--- config.mk ---
export PLATFORM = sky130hd
export DESIGN_NAME = flash_line_reader
export DESIGN_NICKNAME = d
export VERILOG_FILES = /design/src/rtl/fri_pkg.sv /design/src/rtl/fri_req_check.sv /design/src/rtl/fri_wait_timer.sv /design/src/rtl/fri_lane_pick.sv /design/src/rtl/flash_line_reader.sv
export SDC_FILE = /design/constraint.sdc
export NUM_CORES = 1
export LEC_CHECK = 0
export BUFFER_PORTS_ARGS = -buffer_cell sky130_fd_sc_hd__buf_2
export CORE_MARGIN = 5
export CORE_UTILIZATION = 40
export DETAILED_ROUTE_END_ITERATION = 8
export GPL_TIMING_DRIVEN = 0
export PLACE_DENSITY = 0.63
export SLEW_MARGIN = 15
export SYNTH_ARGS = -nofsm -noshare
export SYNTH_HDL_FRONTEND = slang
export SYNTH_HIERARCHICAL = 1
export SYNTH_SLANG_ARGS = --single-unit
--- constraint.sdc ---
create_clock -name clk -period 3.41 [get_ports clk]
set_input_delay 0.1705 -clock clk [delete_from_list [all_inputs] [get_ports clk]]
set_output_delay 0.1705 -clock clk [all_outputs]
set_load 0.02 [all_outputs]
--- src/rtl/fri_pkg.sv ---
// Shared encodings for the wait-state line reader.
// Assumes: the size code is decoded the same way by every submodule.
package fri_pkg;

    typedef enum logic [1:0] {
        SZ_BYTE = 2'd0,
        SZ_HALF = 2'd1,
        SZ_WORD = 2'd2,
        SZ_RSVD = 2'd3
    } xfer_size_e;

    typedef enum logic {
        ST_IDLE = 1'b0,
        ST_HOLD = 1'b1
    } fri_state_e;

endpackage

--- src/rtl/fri_req_check.sv ---
// Flags requests the reader must refuse: misaligned halves or words, and the
// reserved size code. Purely combinational.
// Assumes: off carries the low byte-address bits, width at least 2.
module fri_req_check
    import fri_pkg::*;
#(
    parameter int OFF_W = 4
) (
    input  logic [OFF_W-1:0] off,
    input  logic [1:0]       size,
    output logic             bad
);

    // Decide legality from the size code and the alignment bits.
    always_comb begin
        case (xfer_size_e'(size))
            SZ_BYTE: bad = 1'b0;
            SZ_HALF: bad = off[0];
            SZ_WORD: bad = |off[1:0];
            default: bad = 1'b1;
        endcase
    end

endmodule

--- src/rtl/fri_wait_timer.sv ---
// Counts the hold cycles of one array access. On start it latches the limit
// and runs for lim+1 cycles; last marks the final hold cycle.
// Assumes: start is raised only while the timer is not running.
module fri_wait_timer #(
    parameter int WS_W = 4
) (
    input  logic            clk,
    input  logic            rst_n,
    input  logic            start,
    input  logic [WS_W-1:0] lim_in,
    output logic            busy,
    output logic            last
);

    logic            run_q;
    logic [WS_W-1:0] cnt_q;
    logic [WS_W-1:0] lim_q;

    assign busy = run_q;
    assign last = run_q && (cnt_q == lim_q);

    // Load on start, count up while running, stop after the final cycle.
    always_ff @(posedge clk) begin
        if (!rst_n) begin
            run_q <= 1'b0;
            cnt_q <= '0;
            lim_q <= '0;
        end else if (start) begin
            run_q <= 1'b1;
            cnt_q <= '0;
            lim_q <= lim_in;
        end else if (last) begin
            run_q <= 1'b0;
        end else if (run_q) begin
            cnt_q <= cnt_q + 1'b1;
        end
    end

    // the running count never passes the latched limit
    p_cnt_in_range_r2: assert property (@(posedge clk) disable iff (!rst_n)
        run_q |-> (cnt_q <= lim_q));

    // the latched limit is frozen for the whole access
    p_lim_frozen_r9: assert property (@(posedge clk) disable iff (!rst_n)
        (run_q && $past(run_q)) |-> $stable(lim_q));

    // no restart while an access is in progress
    p_start_when_idle_r4: assert property (@(posedge clk) disable iff (!rst_n)
        start |-> !run_q);

endmodule

--- src/rtl/fri_lane_pick.sv ---
// Cuts the requested bytes out of a wide line and zero-extends them into the
// output word, lowest address in the lowest byte.
// Assumes: LINE_W/8 is a power of two and DATA_W is 32.
module fri_lane_pick
    import fri_pkg::*;
#(
    parameter int LINE_W = 128,
    parameter int DATA_W = 32,
    parameter int OFF_W  = $clog2(LINE_W / 8)
) (
    input  logic [LINE_W-1:0] line,
    input  logic [OFF_W-1:0]  off,
    input  logic [1:0]        size,
    output logic [DATA_W-1:0] data
);

    localparam int NB = LINE_W / 8;
    localparam int DB = DATA_W / 8;

    logic [7:0] bytes [NB];
    int         n_lanes;

    for (genvar b = 0; b < NB; b++) begin : g_split
        assign bytes[b] = line[8*b +: 8];
    end

    // Number of bytes the size code asks for.
    always_comb begin
        case (xfer_size_e'(size))
            SZ_BYTE: n_lanes = 1;
            SZ_HALF: n_lanes = 2;
            SZ_WORD: n_lanes = DB;
            default: n_lanes = 0;
        endcase
    end

    // Gather consecutive bytes from the offset, zero the unused lanes.
    always_comb begin
        data = '0;
        for (int i = 0; i < DB; i++) begin
            if (i < n_lanes) begin
                data[8*i +: 8] = bytes[off + OFF_W'(i)];
            end
        end
    end

endmodule

--- src/rtl/flash_line_reader.sv ---
// Read-only front end for a slow line-wide array. It accepts one request at
// a time, holds select and line address for a programmed number of cycles,
// samples the line and returns the addressed bytes. Bad requests are answered
// with an error at once and never reach the array.
// Assumes: the array output is settled once select has been held long enough;
// software picks the wait-state count to guarantee that.
module flash_line_reader
    import fri_pkg::*;
#(
    parameter int ADDR_W = 16,
    parameter int LINE_W = 128,
    parameter int DATA_W = 32,
    parameter int WS_W   = 4,
    parameter int WS_RST = 7,
    localparam int OFF_W = $clog2(LINE_W / 8),
    localparam int LA_W  = ADDR_W - OFF_W
) (
    input  logic              clk,
    input  logic              rst_n,
    input  logic              ws_wr,
    input  logic [WS_W-1:0]   ws_wdata,
    input  logic              req_valid,
    input  logic [ADDR_W-1:0] req_addr,
    input  logic [1:0]        req_size,
    output logic              req_ready,
    output logic              rsp_valid,
    output logic              rsp_err,
    output logic [DATA_W-1:0] rsp_data,
    output logic              arr_cs,
    output logic [LA_W-1:0]   arr_line_addr,
    input  logic [LINE_W-1:0] arr_rdata
);

    fri_state_e        state_q;
    logic [WS_W-1:0]   ws_q;
    logic [LA_W-1:0]   line_q;
    logic [OFF_W-1:0]  off_q;
    logic [1:0]        size_q;
    logic              rsp_valid_q;
    logic              rsp_err_q;
    logic [DATA_W-1:0] rsp_data_q;

    logic              accept;
    logic              chk_bad;
    logic              start_acc;
    logic              t_busy;
    logic              t_last;
    logic [DATA_W-1:0] pick_data;

    assign req_ready     = (state_q == ST_IDLE);
    assign accept        = req_valid && req_ready;
    assign start_acc     = accept && !chk_bad;
    assign arr_cs        = (state_q == ST_HOLD);
    assign arr_line_addr = line_q;
    assign rsp_valid     = rsp_valid_q;
    assign rsp_err       = rsp_err_q;
    assign rsp_data      = rsp_data_q;

    fri_req_check #(
        .OFF_W (OFF_W)
    ) u_check (
        .off  (req_addr[OFF_W-1:0]),
        .size (req_size),
        .bad  (chk_bad)
    );

    fri_wait_timer #(
        .WS_W (WS_W)
    ) u_timer (
        .clk    (clk),
        .rst_n  (rst_n),
        .start  (start_acc),
        .lim_in (ws_q),
        .busy   (t_busy),
        .last   (t_last)
    );

    fri_lane_pick #(
        .LINE_W (LINE_W),
        .DATA_W (DATA_W),
        .OFF_W  (OFF_W)
    ) u_pick (
        .line (arr_rdata),
        .off  (off_q),
        .size (size_q),
        .data (pick_data)
    );

    // Wait-state register, written by software at any time.
    always_ff @(posedge clk) begin
        if (!rst_n) begin
            ws_q <= WS_W'(WS_RST);
        end else if (ws_wr) begin
            ws_q <= ws_wdata;
        end
    end

    // Access state: idle until a legal request, hold until the timer ends.
    always_ff @(posedge clk) begin
        if (!rst_n) begin
            state_q <= ST_IDLE;
        end else if (start_acc) begin
            state_q <= ST_HOLD;
        end else if (t_last) begin
            state_q <= ST_IDLE;
        end
    end

    // Capture the line address, offset and size of a legal request.
    always_ff @(posedge clk) begin
        if (!rst_n) begin
            line_q <= '0;
            off_q  <= '0;
            size_q <= '0;
        end else if (start_acc) begin
            line_q <= req_addr[ADDR_W-1:OFF_W];
            off_q  <= req_addr[OFF_W-1:0];
            size_q <= req_size;
        end
    end

    // Response register: error right after a bad request, data after the hold.
    always_ff @(posedge clk) begin
        if (!rst_n) begin
            rsp_valid_q <= 1'b0;
            rsp_err_q   <= 1'b0;
            rsp_data_q  <= '0;
        end else if (accept && chk_bad) begin
            rsp_valid_q <= 1'b1;
            rsp_err_q   <= 1'b1;
            rsp_data_q  <= '0;
        end else if (t_last) begin
            rsp_valid_q <= 1'b1;
            rsp_err_q   <= 1'b0;
            rsp_data_q  <= pick_data;
        end else begin
            rsp_valid_q <= 1'b0;
            rsp_err_q   <= 1'b0;
        end
    end

    // a legal acceptance blocks the requester on the next cycle
    p_accept_blocks_r4: assert property (@(posedge clk) disable iff (!rst_n)
        start_acc |=> !req_ready);

    // state machine and timer agree on whether the array is busy
    p_state_timer_agree_r4: assert property (@(posedge clk) disable iff (!rst_n)
        (state_q == ST_HOLD) == t_busy);

    // a bad request is answered next cycle without touching the array
    p_bad_no_array_r8: assert property (@(posedge clk) disable iff (!rst_n)
        (accept && chk_bad) |=> (rsp_valid && rsp_err && !arr_cs && (rsp_data == '0)));

    // the response follows directly on the last select cycle
    p_return_after_hold_r3: assert property (@(posedge clk) disable iff (!rst_n)
        $fell(arr_cs) |-> (rsp_valid && !rsp_err));

    // the line address stays put while select is held
    p_line_held_r2: assert property (@(posedge clk) disable iff (!rst_n)
        (arr_cs && $past(arr_cs)) |-> $stable(arr_line_addr));

    // byte responses are zero above the low byte
    p_byte_zero_fill_r5: assert property (@(posedge clk) disable iff (!rst_n)
        (rsp_valid && !rsp_err && (size_q == SZ_BYTE)) |-> (rsp_data[DATA_W-1:8] == '0));

endmodule

* Yosys cells after proc, flatten, opt, wreduce, memory -nomap -nowiden
Cells that the tools add are included.
Storage, ports and cells: logic and storage cells 69, register bits after elaboration 65, memory bits (read-only) 0, bits of input ports 154, bits in latches 0, memories kept 0, output and inout port bits 48, memory bits (writable) 0
Operators by class: $add $sub $neg 4, divide/modulo/power cells 0, shift operators 0, mux-type cells 23, order comparisons 8, bitwise logic cells 7, $mul 0, reduce and logical (&&, ||, !) cells 12, equal/unequal tests 5
Operators with widths (count):
- 8-bit binary-select mux with 4-bit select | 4
- 8-bit 2-to-1 mux | 12
- 5-bit greater-or-equal comparator (second input constant) | 4
- 4-bit NOT with 5-bit output | 4
- 3-bit case mux with 3 select lines | 1
- 4-bit by 1-bit adder with 4-bit output (second input constant) | 2
- 4-bit by 2-bit adder with 4-bit output (second input constant) | 2
- 1-bit by 3-bit less-than comparator with 1-bit output (first input constant) | 2
- 2-bit by 3-bit less-than comparator with 1-bit output (first input constant) | 2
- 2-bit OR reduction | 3
- 1-bit 2-to-1 mux | 5
- 2-bit by 1-bit == test with 1-bit output (second input constant) | 2
- 2-bit == test (second input constant) | 2
- 4-bit == test | 1
- 1-bit logical AND | 4
- 2-bit zero test | 2
- 1-bit NOT | 3
- 1-bit case mux with 3 select lines | 1
- 2-bit AND reduction | 1
- 2-bit nonzero test | 1
- 1-bit zero test | 1

* Longest topological paths before layout
Gate-level depths: netlist of run 1.
depth in word-level cells 6, depth in mapped cells 12, mapped depth without buffers 8

* By module
Netlist of run 1, hierarchy kept.
Modules (own cells, without submodules):
- fri_lane_pick | times used 1, area an instance 4100.2 um^2, cells each 295, seq. area each 0.0 um^2
- flash_line_reader | times used 1, area an instance 2407.3 um^2, cells each 209, seq. area each 1141.1 um^2
- fri_wait_timer | times used 1, area an instance 434.2 um^2, cells each 41, seq. area each 180.2 um^2
- fri_req_check | times used 1, area an instance 13.8 um^2, cells each 3, seq. area each 0.0 um^2

* Least setup slack after synthesis of run 1
OpenSTA, ideal clock, no wires.
path type register to register, start register off_q[1], end register rsp_data_q[27] (netlist: rsp_data[27]), library setup time 0.119 ns, buffers on the path 5, period minus slack after synthesis 2.910 ns, cell stages (with the launch flop) 13, arrival time 2.791 ns, required time 3.291 ns, path slack 0.500 ns, cells stage by stage dfxtp_1 > buf_2 > buf_1 > inv_1 > ha_1 > buf_4 > buf_4 > clkbuf_1 > mux4_2 > mux2i_1 > o22ai_1 > mux2i_1 > nor3b_2
On the way: longest elaborated chain between the ends 6
RTL lines:
- from (decl) | RTL line flash_line_reader.sv:37 | logic [OFF_W-1:0] off_q;
- from (signal assigned) | RTL line flash_line_reader.sv:117 | off_q <= req_addr[OFF_W-1:0];
- 4-bit by 2-bit adder with 4-bit output | RTL line fri_lane_pick.sv:42 | data[8*i +: 8] = bytes[off + OFF_W'(i)];
- 4-bit NOT with 5-bit output (implied by the code) | RTL line fri_lane_pick.sv:42
- 8-bit binary-select mux with 4-bit select | RTL line fri_lane_pick.sv:42
- 8-bit 2-to-1 mux (implied by the code) (2 in series) | RTL line fri_lane_pick.sv:42
- 8-bit 2-to-1 mux | RTL line fri_lane_pick.sv:41 | if (i < n_lanes) begin
- via pick_data[27] | RTL line flash_line_reader.sv:48 | logic [DATA_W-1:0] pick_data;
- to (signal assigned) | RTL line flash_line_reader.sv:135 | rsp_data_q <= pick_data;
- to (decl) | RTL line flash_line_reader.sv:41 | logic [DATA_W-1:0] rsp_data_q;
The timed path passes the listed nets, and every way through them passes these cells. The select of a mux whose other input is x is not followed. A chain may end at the register's enable or synchronous reset.

* Worst setup path in the final report of run 1
Ends and elaborated chain as after synthesis.

==> results of run 1 <==
## per-layer routing
metal  wire length [um]  global-route usage (%)  vias to the layer above
li1                   -                       -                     2641
met1               9670                    32.1                     3016
met4               1030                    10.6                        0
met3               2880                    5.93                       81
met5                  0                       0                        -
met2              11700                    38.5                      497
## stage by stage
stage / setup TNS [ns] / hold WS [ns] / setup WS [ns] / area [sq um] / power [mW]
2_1_floorplan: 0 / 0.298 / 0.500 / 6960 / 1.52
3_3_place_gp: -10.15 / 0.390 / -0.646 / 8240 / 1.85
3_5_place_dp: -11.58 / 0.403 / -0.724 / 8240 / 1.88
4_1_cts: 0 / 0.0632 / 0.135 / 8540 / 2.80
5_1_grt: 0 / 0.0706 / 0.00752 / 8550 / 2.91
6_report: 0 / 0.0707 / 0.0652 / 8550 / 2.81
## worst max-delay path by stage
stage / from / end
CTS: off_q[1] / rsp_data[27]
global route: off_q[1] / rsp_data[27]
finish: off_q[1] / rsp_data[27]
global placement: off_q[1] / rsp_data[27]
detailed placement: off_q[1] / rsp_data[27]
floorplan: off_q[1] / rsp_data[27]
## placed cells by master (no fill, tap or decap), drive strengths merged, types with 8 or more instances in the layout
master and n:
mux2i 137, buf 244, nor3b 33, mux4 112, o22ai 32, nand2 43
dfxtp 66, ha 8, clkbuf 22
## worst max-delay path, delay by kind of cell, from the launching register on
family | cells | cell delay [ns]
multiplexers | 3 | 0.85
flip-flops | 1 | 0.47
AO/OA/AOI/OAI | 1 | 0.18
adder cells (fa/ha/maj) | 1 | 0.29
buffers and inverters | 5 | 1.36
AND/OR/NAND/NOR | 1 | 0.06
## state kept, by name (all words and copies together) (netlist names)
signal	flops
off_q	4
size_q	2
rsp_valid	1
u_timer/cnt_q	4
rsp_data	32
arr_cs	1
u_timer/lim_q	4
rsp_err	1
arr_line_addr	12
u_timer/busy	1
ws_q	4
## where the power goes
part	internal, mW	switching, mW	total [mW]
registers	0.799	0.0222	0.821
logic	0.517	0.549	1.07
clock network	0.601	0.324	0.924
total	1.92	0.895	2.81
## final cells by class
class | instances | area, sq um
plain buffers | 56 | 379
clock buffers | 11 | 253
multi-input cells | 418 | 5230
inverters | 7 | 26.3
clock inverters | 5 | 52.6
repair buffers | 200 | 1000
flip-flops and latches | 66 | 1320
well taps | 225 | 282
fillers | 1609 | 8630
## kinds of logic after synthesis
group / Yosys count / synth area share, %
compound gates: 47 / 4.70
xor+xnor: 9 / 1.73
fa+ha+maj: 8 / 1.44
buf+inv: 64 / 5.77
flops: 66 / 19.0
mux: 251 / 57.0
simple gates: 103 / 10.4
## what timing repair did
item                       4_1_cts  5_1_grt
setup endpoints to repair       24        1
setup buffers                    0        0
gates resized for setup          3        1
hold buffers                     0        0
gates cloned                     0        0
==> run_results.csv, run 1 <==
group,metric,value,unit
run_status,status,"finished clean",
setup_path,cp_common_cell,"buf_4",
timing,skew,0.00739,ns
grt,grt.overflow.total,0,
synth,syn-cell-area,6960,sq um
finish,area_delta_synth_final,22.9,%
setup_path,crit_type,"reg2reg",
synth,synth-main-ff-cell,"dfxtp_1",
setup_path,cp_max_fo,19,
setup_path,r2r_cells,11,
synth,synthTopCellsByCount,"mux2i_1, mux4_2, dfxtp_1, nand2_1, o22ai_1",
synth,yosysMostFrequentCell,"mux2i_1",
synth,ys_warn_count,6,
finish,n_antenna_cell,0,
grt,antenna_found_initial,0,
clock_tree,clock_sinks,66,
power,peakVddDrop,0.000260,V
floorplan,initial_utilization,40.5,%
worst_hold_path,worstHoldEndpoint,"ws_q[0]",
routing,viasPerCell,6.31,
worst_hold_path,hp-class,"in2reg",
routing,vias,6235,
setup_path,cp-end-kind,"register",
synth,syn_avg_cell_area,12.7,sq um
floorplan,die-height,142,um
timing,drv_slew,0,
setup_path,crit_chain,"buf_4, inv_1, ha_1, buf_4, buf_4, clkbuf_2, mux4_2, mux2i_1, o22ai_1, mux2i_1, nor3b_2",
timing,rsz0062_at_grt,"false",
setup_path,cp-start-kind,"register",
grt,grt_pass1_vias,6307,
setup_path,cp.required,3.63,ns
clock_tree,cts_max_level,3,
grt,grt_pass1_wl,36900,um
synth,ys_ff_latch,66,
clock_tree,numCtsBuffers,9,
synth,synth_top_area_cell,"mux4_2",
floorplan,pin_count,202,
place,hpwl,20000,um
synth,ys_top_cells_by_area,"mux4_2, mux2i_1, dfxtp_1",
timing,tightest_slew,0.908,ns
setup_path,max_stage_delay,0.47,ns
finish,layout.cells.non_filler,988,
timing,final-setup-viol-count,0,
clock_tree,clock_latency,0.33,ns
clock_tree,cts_root_buf,"clkbuf_16",
power,power_density,329,nW/um^2
finish,final_nets,920,
setup_path,worst_path_max_delay_cell,"dfxtp_1",
job,maxCapViolCount,0,
clock_tree,cts_buffer_depth,2,
place,placed_cells,973,
grt,grtUsageTotal,24.4,%
power,p_leak,3.30,nW
timing,slew_headroom,39.4,%
grt,grt_max_degree,20,
timing,final-hold-violation-count,0,
synth,synth_edf_count,0,
synth,synthesis.nets,710,
routing,drtIter0Drc,521,
place,port_buffers,200,
synth,synth_top_cell_area_share,32.4,%
finish,drive_gt1_share,52.6,%
worst_hold_path,hp-start,"ws_wdata[0]",
setup_path,reg2reg_slack,0.07,ns
setup_path,reg2reg_from,"off_q[1]",
setup_path,r2r-end,"rsp_data[27]",
synth,netlist_instances,548,
timing,period_minus_slack,3.34,ns
routing,drtAntennaViolNets,0,
routing,routed_wl,25300,um
floorplan,floorplan.die_area,20100,sq um
worst_hold_path,hold_path_depth,3,
setup_path,arrival,3.56,ns
clock_tree,clk_pin_slew,0.05,ns
routing,dr.pass1.iters,5,
timing,finalCritPeriodShare,98.1,%
floorplan,fp.coreArea,17200,sq um
routing,post_drt_wl_per_cell,25.6,um
place,gp_congestion,0.982,
timing,max_freq,299,MHz
synth,ys_seq_area_share,19.0,%
routing,drc,0,
floorplan,die_width,142,um
synth,async_flop_share,0,%
floorplan,core.rowCount,48,
finish,fin_util,49.8,%
clock_tree,cts_tree,"done",
synth,yosysUniqueCellTypes,46,
No activity file was read; power rests on OpenSTA's default activity.
==> run 2: changes to the inputs <==
--- a/config.mk
+++ b/config.mk
@@ -8,9 +8,10 @@
 export BUFFER_PORTS_ARGS = -buffer_cell sky130_fd_sc_hd__buf_2
 export CORE_MARGIN = 5
 export CORE_UTILIZATION = 40
+export CTS_CLUSTER_DIAMETER = 30
 export DETAILED_ROUTE_END_ITERATION = 8
-export GPL_TIMING_DRIVEN = 0
 export PLACE_DENSITY = 0.63
+export SETUP_SLACK_MARGIN = 0.3
 export SLEW_MARGIN = 15
 export SYNTH_ARGS = -nofsm -noshare
 export SYNTH_HDL_FRONTEND = slang
==> run_results.csv, run 2 (same netlist as run 1, synthesis figures left out) <==
group,metric,value,unit
run_status,status,"finished clean",
timing,finalCritPeriodShare,81.0,%
timing,max_freq,362,MHz
timing,final-setup-viol-count,0,
routing,drtAntennaViolNets,0,
clock_tree,numCtsBuffers,9,
grt,grtUsageTotal,21.4,%
finish,final_common_cell,"buf_2",
timing,rsz0062_at_grt,"false",
clock_tree,clock_sinks,66,
finish,final_cell_mix,"buf_2, mux2i_1, mux4_2",
routing,drtIter0Drc,461,
setup_path,crit_type,"reg2reg",
clock_tree,cts_buffer_depth,2,
clock_tree,cts_max_level,3,
routing,viasPerCell,6.16,
finish,drive_gt1_share,52.2,%
clock_tree,cts_setup_buffers,0,
setup_path,cp.required,3.66,ns
grt,grt_pass1_wl,33700,um
setup_path,cp-start-kind,"register",
setup_path,reg2reg_slack,0.65,ns
place,port_buffers,201,
grt,grt_max_degree,121,
finish,final_nets,878,
place,gp_congestion,0.919,
routing,dr.pass1.iters,5,
finish,area_delta_synth_final,19.4,%
setup_path,r2r-end,"rsp_data[15]",
setup_path,cp-end-kind,"register",
power,power_density,329,nW/um^2
floorplan,die-height,142,um
timing,final-hold-violation-count,0,
clock_tree,cts_resized,0,
routing,post_drt_wl_per_cell,23.2,um
place,hpwl,17200,um
floorplan,die_width,142,um
floorplan,floorplan.die_area,20100,sq um
floorplan,core.rowCount,48,
setup_path,cp_max_fo,19,
routing,routed_wl,21900,um
worst_hold_path,worstHoldEndpoint,"ws_q[0]",
worst_hold_path,hp-class,"in2reg",
power,p_total,2.73,mW
job,maxCapViolCount,0,
setup_path,reg2reg_from,"off_q[0]",
clock_tree,cts_root_buf,"clkbuf_16",
floorplan,initial_utilization,40.5,%
clock_tree,clock_latency,0.33,ns
grt,grt.overflow.total,0,
clock_tree,clk_pin_slew,0.05,ns
floorplan,pin_count,202,
timing,period_minus_slack,2.76,ns
floorplan,fp.coreArea,17200,sq um
power,p_leak,3.13,nW
worst_hold_path,hold_path_depth,3,
grt,antenna_found_initial,0,
timing,tightest_slew,1.02,ns
setup_path,arrival,3.02,ns
finish,largest_register_ffs,32,
timing,drv_slew,0,
timing,skew,0.00608,ns
setup_path,r2r_cells,7,
clock_tree,cts_hold_buf,0,
grt,grt_pass1_vias,5915,
timing,slew_headroom,31.7,%
timing,setup_tns,0,ns
finish,n_antenna_cell,0,
clock_tree,cts_tree,"done",
routing,drc,0,
worst_hold_path,hp-start,"ws_wdata[0]",
power,peakVddDrop,0.000237,V
routing,vias,5825,
run 2: changes by cell type in the layout (fill, tap and decap cells not counted), moves of 2 or more:
| cell | previous run | this run |
|---|---|---|
| clkbuf_8 | 4 | 2 |
| clkbuf_1 | 6 | 1 |
| buf_6 | 7 | 0 |
| dfxtp_1 | 66 | 64 |
| clkbuf_2 | 2 | 0 |
| buf_1 | 8 | 0 |
| buf_2 | 215 | 201 |
| buf_4 | 13 | 11 |
run 2: how the worst max path moves through the flow:
stage,slack (ns),end,depth (start not counted),startpoint
after floorplan,0.50,rsp_data[27],12,off_q[1]
after global placement,0.75,rsp_data[15],7,off_q[0]
after detailed placement,0.67,rsp_data[12],8,off_q[0]
after CTS,0.64,rsp_data[15],7,off_q[0]
after global routing,0.40,rsp_data[15],7,off_q[0]
final,0.65,rsp_data[15],7,off_q[0]
run 2: report_power, final:
group	leakage [nW]	internal (mW)	switching [mW]
combinational	2.44	0.495	0.480
clock	0.148	0.599	0.330
sequential	0.537	0.799	0.0279
total	3.13	1.89	0.838
run 2: layout make-up:
class                           count  area (sq um)
Timing Repair Buffer              214          1130
Multi-Input combinational cell    418          5240
Inverter                            7          26.3
Fill cell                        1596          8870
Sequential cell                    66          1330
Clock inverter                      3          40.0
Tap cell                          225           282
Clock buffer                       12           256
run 2: routing by layer:
metal | vias up | GRT usage (%) | wire length [um]
li1 | 2557 | - | -
met1 | 2882 | 30.7 | 9300
met2 | 355 | 33.8 | 10300
met3 | 31 | 3.71 | 1960
met4 | 0 | 5.56 | 364
met5 | - | 0 | 0
run 2: stage by stage:
step	std cells	hold slack, ns	instance area [sq um]	utilization [%]	setup WS [ns]
finish	945	0.0626	8300	48.3	0.648
global route	945	0.0586	8300	48.3	0.397
CTS	945	0.0529	8300	48.3	0.645
detailed placement	930	0.391	8010	46.6	0.671
global placement	930	0.388	8010	46.6	0.745
floorplan	548	0.298	6960	-	0.500
run 2: critical path, cell delays in order (launching register included):
cell,delay (ns)
dfxtp_4,0.47
inv_1,0.12
ha_2,0.67
clkinv_1,0.44
mux4_2,0.54
o22ai_1,0.18
mux2i_1,0.11
nor3b_2,0.15
